## src/rtl/cfg_store_pkg.sv

```systemverilog
package cfg_store_pkg;

    localparam int FB_W   = 12;
    localparam int REF_W  = 10;
    localparam int DIV_W  = 3;
    localparam int TUNE_W = 7;
    localparam int NROWS  = 2;
    localparam int CFG_W  = FB_W + REF_W + DIV_W + 1 + TUNE_W + 3;
    localparam int NUM_W  = FB_W + 2;
    localparam int DEN_W  = REF_W + 1;

    // Most significant field first; fb_cnt sits at bit 0.
    typedef struct packed {
        logic              sync_tim;
        logic              pwr_mode;
        logic              duty_lvl;
        logic [TUNE_W-1:0] tune;
        logic              div_src;
        logic [DIV_W-1:0]  div_code;
        logic [REF_W-1:0]  ref_cnt;
        logic [FB_W-1:0]   fb_cnt;
    } cfg_word_t;

    typedef enum logic [1:0] {
        TGT_SHADOW = 2'd0,
        TGT_ROW0   = 2'd1,
        TGT_ROW1   = 2'd2,
        TGT_RSVD   = 2'd3
    } wr_tgt_e;

    typedef enum logic [1:0] {
        SRC_SHADOW = 2'd0,
        SRC_ROW0   = 2'd1,
        SRC_ROW1   = 2'd2,
        SRC_NONE   = 2'd3
    } act_src_e;

    function automatic logic [NUM_W-1:0] calc_num(input logic [FB_W-1:0] p);
        return (NUM_W'(p) + NUM_W'(5)) << 1;
    endfunction

    function automatic logic [DEN_W-1:0] calc_den(input logic [REF_W-1:0] q);
        return DEN_W'(q) + DEN_W'(2);
    endfunction

endpackage

```

## src/rtl/cfg_otp_row.sv

```systemverilog
module cfg_otp_row
    import cfg_store_pkg::*;
(
    input  logic      clk,
    input  logic      rst,
    input  logic      we,
    input  cfg_word_t din,
    output cfg_word_t dout,
    output logic      valid
);

    always_ff @(posedge clk) begin
        if (rst) begin
            dout  <= '0;
            valid <= 1'b0;
        end else if (we && !valid) begin
            dout  <= din;
            valid <= 1'b1;
        end
    end

    // once programmed, a row stays programmed
    a_r5_valid_sticky: assert property (@(posedge clk) disable iff (rst)
        valid |=> valid);

    // a programmed row never changes its contents
    a_r8_row_locked: assert property (@(posedge clk) disable iff (rst)
        valid |=> $stable(dout));

endmodule

```

## src/rtl/cfg_write_arb.sv

```systemverilog
module cfg_write_arb
    import cfg_store_pkg::*;
(
    input  logic             clk,
    input  logic             rst,
    input  logic             wr_en,
    input  logic [1:0]       wr_tgt,
    input  logic             fs_mode,
    input  logic             shadow_off,
    input  logic [NROWS-1:0] row_valid,
    output logic             sh_we,
    output logic [NROWS-1:0] row_we,
    output logic             err_q
);

    logic [NROWS-1:0] row_ok;
    logic [NROWS-1:0] row_req;
    logic             reject;

    always_comb begin
        row_ok[0] = !row_valid[0];
        if (fs_mode)
            row_ok[1] = !row_valid[1];
        else
            row_ok[1] = row_valid[0] && !row_valid[1];
    end

    always_comb begin
        row_req[0] = wr_en && (wr_tgt == TGT_ROW0);
        row_req[1] = wr_en && (wr_tgt == TGT_ROW1);
        sh_we      = wr_en && (wr_tgt == TGT_SHADOW) && !shadow_off;
        row_we     = row_req & row_ok;
        reject     = |(row_req & ~row_ok);
    end

    always_ff @(posedge clk) begin
        if (rst) err_q <= 1'b0;
        else     err_q <= reject;
    end

    // after the single reprogram in normal mode, no row accepts a write
    a_r6_once_only: assert property (@(posedge clk) disable iff (rst)
        (!fs_mode && row_valid[1]) |-> (row_we == '0));

    // row 1 cannot be taken before row 0 in normal mode
    a_r6_order: assert property (@(posedge clk) disable iff (rst)
        (!fs_mode && !row_valid[0]) |-> !row_we[1]);

    // at most one copy is written per cycle
    a_r10_single_write: assert property (@(posedge clk) disable iff (rst)
        $onehot0({sh_we, row_we}));

endmodule

```

## src/rtl/cfg_select.sv

```systemverilog
module cfg_select
    import cfg_store_pkg::*;
(
    input  cfg_word_t        sh_word,
    input  cfg_word_t        row_word [NROWS],
    input  logic [NROWS-1:0] row_valid,
    input  logic             fs_mode,
    input  logic             fsel,
    input  logic             shadow_off,
    output cfg_word_t        act_word,
    output act_src_e         act_src
);

    act_src_e fallback;

    always_comb begin
        fallback = shadow_off ? SRC_NONE : SRC_SHADOW;
        if (fs_mode) begin
            if (fsel)
                act_src = row_valid[1] ? SRC_ROW1 : fallback;
            else
                act_src = row_valid[0] ? SRC_ROW0 : fallback;
        end else if (row_valid[1]) begin
            act_src = SRC_ROW1;
        end else if (row_valid[0]) begin
            act_src = SRC_ROW0;
        end else begin
            act_src = fallback;
        end
    end

    always_comb begin
        unique case (act_src)
            SRC_SHADOW: act_word = sh_word;
            SRC_ROW0:   act_word = row_word[0];
            SRC_ROW1:   act_word = row_word[1];
            default:    act_word = '0;
        endcase
    end

endmodule

```

## src/rtl/cfg_store_top.sv

```systemverilog
module cfg_store_top
    import cfg_store_pkg::*;
(
    input  logic              clk,
    input  logic              rst,
    input  logic              wr_en,
    input  logic [1:0]        wr_tgt,
    input  logic [CFG_W-1:0]  wr_data,
    input  logic              fsel,
    input  logic              shadow_off,
    input  logic              fs_mode,
    output logic [FB_W-1:0]   fb_cnt,
    output logic [REF_W-1:0]  ref_cnt,
    output logic [DIV_W-1:0]  div_code,
    output logic              div_src,
    output logic [TUNE_W-1:0] tune,
    output logic              duty_lvl,
    output logic              pwr_mode,
    output logic              sync_tim,
    output logic [1:0]        act_src,
    output logic              wr_err,
    output logic [NUM_W-1:0]  ratio_num,
    output logic [DEN_W-1:0]  ratio_den
);

    cfg_word_t        din;
    cfg_word_t        sh_word;
    cfg_word_t        row_word [NROWS];
    cfg_word_t        act_word;
    act_src_e         sel_src;
    logic [NROWS-1:0] row_valid;
    logic [NROWS-1:0] row_we;
    logic             sh_we;

    assign din = cfg_word_t'(wr_data);

    cfg_write_arb u_arb (
        .clk        (clk),
        .rst        (rst),
        .wr_en      (wr_en),
        .wr_tgt     (wr_tgt),
        .fs_mode    (fs_mode),
        .shadow_off (shadow_off),
        .row_valid  (row_valid),
        .sh_we      (sh_we),
        .row_we     (row_we),
        .err_q      (wr_err)
    );

    always_ff @(posedge clk) begin
        if (rst)        sh_word <= '0;
        else if (sh_we) sh_word <= din;
    end

    for (genvar g = 0; g < NROWS; g++) begin : g_row
        cfg_otp_row u_row (
            .clk   (clk),
            .rst   (rst),
            .we    (row_we[g]),
            .din   (din),
            .dout  (row_word[g]),
            .valid (row_valid[g])
        );
    end

    cfg_select u_sel (
        .sh_word    (sh_word),
        .row_word   (row_word),
        .row_valid  (row_valid),
        .fs_mode    (fs_mode),
        .fsel       (fsel),
        .shadow_off (shadow_off),
        .act_word   (act_word),
        .act_src    (sel_src)
    );

    always_comb begin
        fb_cnt    = act_word.fb_cnt;
        ref_cnt   = act_word.ref_cnt;
        div_code  = act_word.div_code;
        div_src   = act_word.div_src;
        tune      = act_word.tune;
        duty_lvl  = act_word.duty_lvl;
        pwr_mode  = act_word.pwr_mode;
        sync_tim  = act_word.sync_tim;
        act_src   = sel_src;
        ratio_num = calc_num(act_word.fb_cnt);
        ratio_den = calc_den(act_word.ref_cnt);
    end

    // a disabled shadow never becomes the active copy
    a_r4_shadow_never: assert property (@(posedge clk) disable iff (rst)
        shadow_off |-> (act_src != 2'd0));

    // with the strap set, the shadow keeps its value through writes
    a_r4_shadow_frozen: assert property (@(posedge clk) disable iff (rst)
        shadow_off |=> $stable(sh_word));

    // the cycle flagged as a rejected write shows no row change
    a_r8_err_no_change: assert property (@(posedge clk) disable iff (rst)
        wr_err |-> ($stable(row_valid) && $stable(row_word[0]) && $stable(row_word[1])));

endmodule

```

## config.mk

```make
export PLATFORM = sky130hd
export DESIGN_NAME = cfg_store_top
export DESIGN_NICKNAME = d
export VERILOG_FILES = /design/src/rtl/cfg_store_pkg.sv /design/src/rtl/cfg_otp_row.sv /design/src/rtl/cfg_write_arb.sv /design/src/rtl/cfg_select.sv /design/src/rtl/cfg_store_top.sv
export SDC_FILE = /design/constraint.sdc
export NUM_CORES = 1
export LEC_CHECK = 0
export BUFFER_PORTS_ARGS = -buffer_cell sky130_fd_sc_hd__buf_2
export CORE_MARGIN = 2
export CORE_UTILIZATION = 54
export CTS_CLUSTER_DIAMETER = 100
export DETAILED_ROUTE_END_ITERATION = 7
export PLACE_DENSITY = 0.78
export SETUP_SLACK_MARGIN = 0.15
export SYNTH_ARGS = -nofsm -noshare
export SYNTH_HDL_FRONTEND = slang
export SYNTH_SLANG_ARGS = --single-unit
```

## constraint.sdc

```tcl
create_clock -name clk -period 5.2 [get_ports clk]
set_input_delay 1.56 -clock clk [delete_from_list [all_inputs] [get_ports clk]]
set_output_delay 1.56 -clock clk [all_outputs]
set_load 0.05 [all_outputs]
```

==> impl_metrics.tcl <==
set metrics [dict create \
    cts-root-buf "clkbuf_8" \
    ys_seq_area_frac 0.452 \
    synth-edff-count 0 \
    avgSynthCellArea_sq_um 7.58 \
    cts-hold-fix-buffers 0 \
    reg2regPathDepth 6 \
    crit_arrival_ns 3.52 \
    hold_ws_ns 0.460 \
    overflow 0 \
    insertion_delay_ns 0.37 \
    die_w_microns 99.4 \
    wl_per_cell_microns 16.3 \
    dp_slack_ns -0.221 \
    first_pass_iters 7 \
    worst_pin_slew_ns 1.12 \
    syn_inst 648 \
    vias 5084 \
    netlist_area_sq_um 4910 \
    setup_viol 0 \
    r2r-start "g_row[0].u_row.valid" \
    rows 34 \
    fin_nets 816 \
    ant_nets 0 \
    cts_tree "yes" \
    die_h_microns 99.4 \
    drc_errors 0 \
    fin_skew_ns 0.0152 \
    cts_buffers 9 \
    grt_first_pass_wirelength_mm 23.3 \
    layout-drive-gt1-share 0.289 \
    async_flop_share 0 \
    die_area_sq_um 9870 \
    yosys.cell_types.count 44 \
    hold_violations 0 \
    worstHoldStart "g_row[0].u_row.dout[6]" \
    fin_crit_sh 0.977 \
    outcome "completed" \
    gp_congestion 0.887 \
    synth_seq_cells 111 \
    grt_max_degree 112 \
    htreeDepth 3 \
    min_path_type "reg2reg" \
    ir_drop_mv 0.196 \
    r2r_slack_ns 2.95 \
    fmax_mhz 197 \
    critPathLaunch "fs_mode" \
    vias_per_cell 5.76 \
    wl_mm 14.4 \
    power.density_nw_per_um2 252 \
    cts_num_sinks 111 \
    fin_crit_ns 5.08 \
    grt_usage 0.290 \
    antenna_found_initial 1 \
    core_sq_um 8760 \
    slew_headroom 0.256 \
    syn-num-nets 694 \
    ios 108 \
    area_growth_pct 30.0 \
    portBuffers 106 \
    crit_type "in2out" \
    end_kind "output port" \
    synth_ff_type "dfxtp_1" \
    hpwlAfterDp_mm 9.59 \
    critPathMaxFanout 5 \
    grt_pass1_vias 4893 \
    clk_pin_slew_ns 0.09 \
    rsz0062_at_grt "yes" \
    synth_warnings 0 \
    diodes 0 \
    p_leak_nw 2.74 \
    cts_max_path_buffers 2 \
    final-max-slew-violation-count 0 \
    start_kind "primary input" \
    start_util 0.560 \
    critical_path_required_ns 3.64 \
    drt_iter0_drc 305 \
    worstHoldPathCells 2 \
    maxCapViolCount 0 \
    fin_ws_ns 0.118 \
]
-- final cells by class --
cell class              instances  area, sq um
fillers                       689         2380
flip-flops and latches        111         2220
repair buffers                160         1050
clock buffers                  10          128
clock inverters                 6         61.3
inverters                      22         85.1
multi-input cells             466         2700
well taps                     108          135
-- Yosys cell counts (all sizes together) (7+ instances only) --
library cell  number  area, sq um
nand2            230          863
a21oi            111          559
dfxtp            111         2220
clkbuf            40          150
inv               22         82.6
and3              17          106
a222oi            16          160
a221o             13          135
nor2              11         41.3
buf                9         65.1
nand3              9         45.0
xor2               9         78.8
xnor2              7         61.3
-- per-stage QoR --
stage | total power [W] | setup TNS (ns) | utilization | cells | area (sq um)
final | 0.00161 | 0 | 0.729 | 883 | 6390
after global routing | 0.00166 | 0 | 0.729 | 883 | 6390
after CTS | 0.00161 | 0 | 0.716 | 880 | 6270
after detailed placement | 0.00111 | -1.20 | 0.673 | 856 | 5890
after global placement | 0.00110 | -0.473 | 0.673 | 856 | 5890
after floorplan | 0.00103 | -17.30 | - | 648 | 5110
-- kinds of logic after synthesis --
family | after synthesis | synth area share
other | 1 | 0.000764
buffers and inverters | 71 | 0.0606
DFF | 111 | 0.452
adders and majority gates | 2 | 0.00509
AOI/OAI and AO/OA | 155 | 0.204
xor gates and xnor gates | 16 | 0.0285
and+or+nand+nor | 292 | 0.249
-- timing repair --
action | in CTS | in global routing
setup buffers | 8 | 3
resized for setup | 33 | 25
endpoints found under the setup margin | 17 | 16
hold endpoints to repair | 0 | 0
pin swaps | 8 | 18
-- layout by cell type (no fill, tap or decap), types with 3 or more instances in the layout --
| cell | synthesis | routed |
|---|---|---|
| a21oi_1 | 110 | 110 |
| a221o_1 | 9 | 9 |
| a221o_2 | 4 | 4 |
| a222oi_1 | 16 | 16 |
| a22oi_1 | 4 | 3 |
| and3_1 | 17 | 16 |
| buf_2 | 1 | 87 |
| buf_4 | 6 | 55 |
| buf_6 | 1 | 13 |
| buf_8 | 0 | 3 |
| clkbuf_8 | 0 | 9 |
| dfxtp_1 | 111 | 111 |
| inv_1 | 22 | 21 |
| inv_6 | 0 | 3 |
| nand2_1 | 230 | 229 |
| nand2b_1 | 6 | 3 |
| nand3_1 | 9 | 6 |
| nor2_1 | 11 | 9 |
| nor3_2 | 0 | 4 |
| xnor2_1 | 7 | 3 |
| xnor2_2 | 0 | 4 |
| xor2_2 | 0 | 6 |
| xor2_4 | 0 | 3 |
-- registers in the layout, indices dropped and copies added, names as in the netlist --
name	count
sh_word	36
u_arb.err_q	1
g_row.u_row.dout	72
g_row.u_row.valid	2
-- critical path: stages --
cell      delay [ns]
buf_4           0.14
a21boi_4        0.21
o32ai_4         0.12
buf_6           0.16
a221oi_2        0.25
inv_1           0.09
ha_2            0.22
o221ai_4        0.27
nand2b_4        0.19
xnor2_1         0.10
buf_4           0.22
-- path summary, 6_finish.rpt --
check	endpoint
setup / recovery	ratio_num[7]
hold / removal	g_row[0].u_row.dout[6]
setup reg to reg	g_row[1].u_row.dout[14]
hold reg to reg	g_row[0].u_row.dout[6]
-- report_power, final --
group,leakage (nW),total [W],switching [W],internal [W]
Combinational,1.74,0.000220,0.000146,0.0000741
Sequential,0.899,0.000887,0.0000141,0.000873
Clock,0.0926,0.000506,0.000318,0.000188
-- routing by layer --
layer / vias up / track usage / routed length [microns]
met4: 0 / 0.0801 / 197
met3: 23 / 0.0569 / 1270
met5: - / 0 / 0
li1: 2419 / - / -
met1: 2385 / 0.371 / 5840
met2: 257 / 0.502 / 7090
No activity file was read; power rests on OpenSTA's default activity.
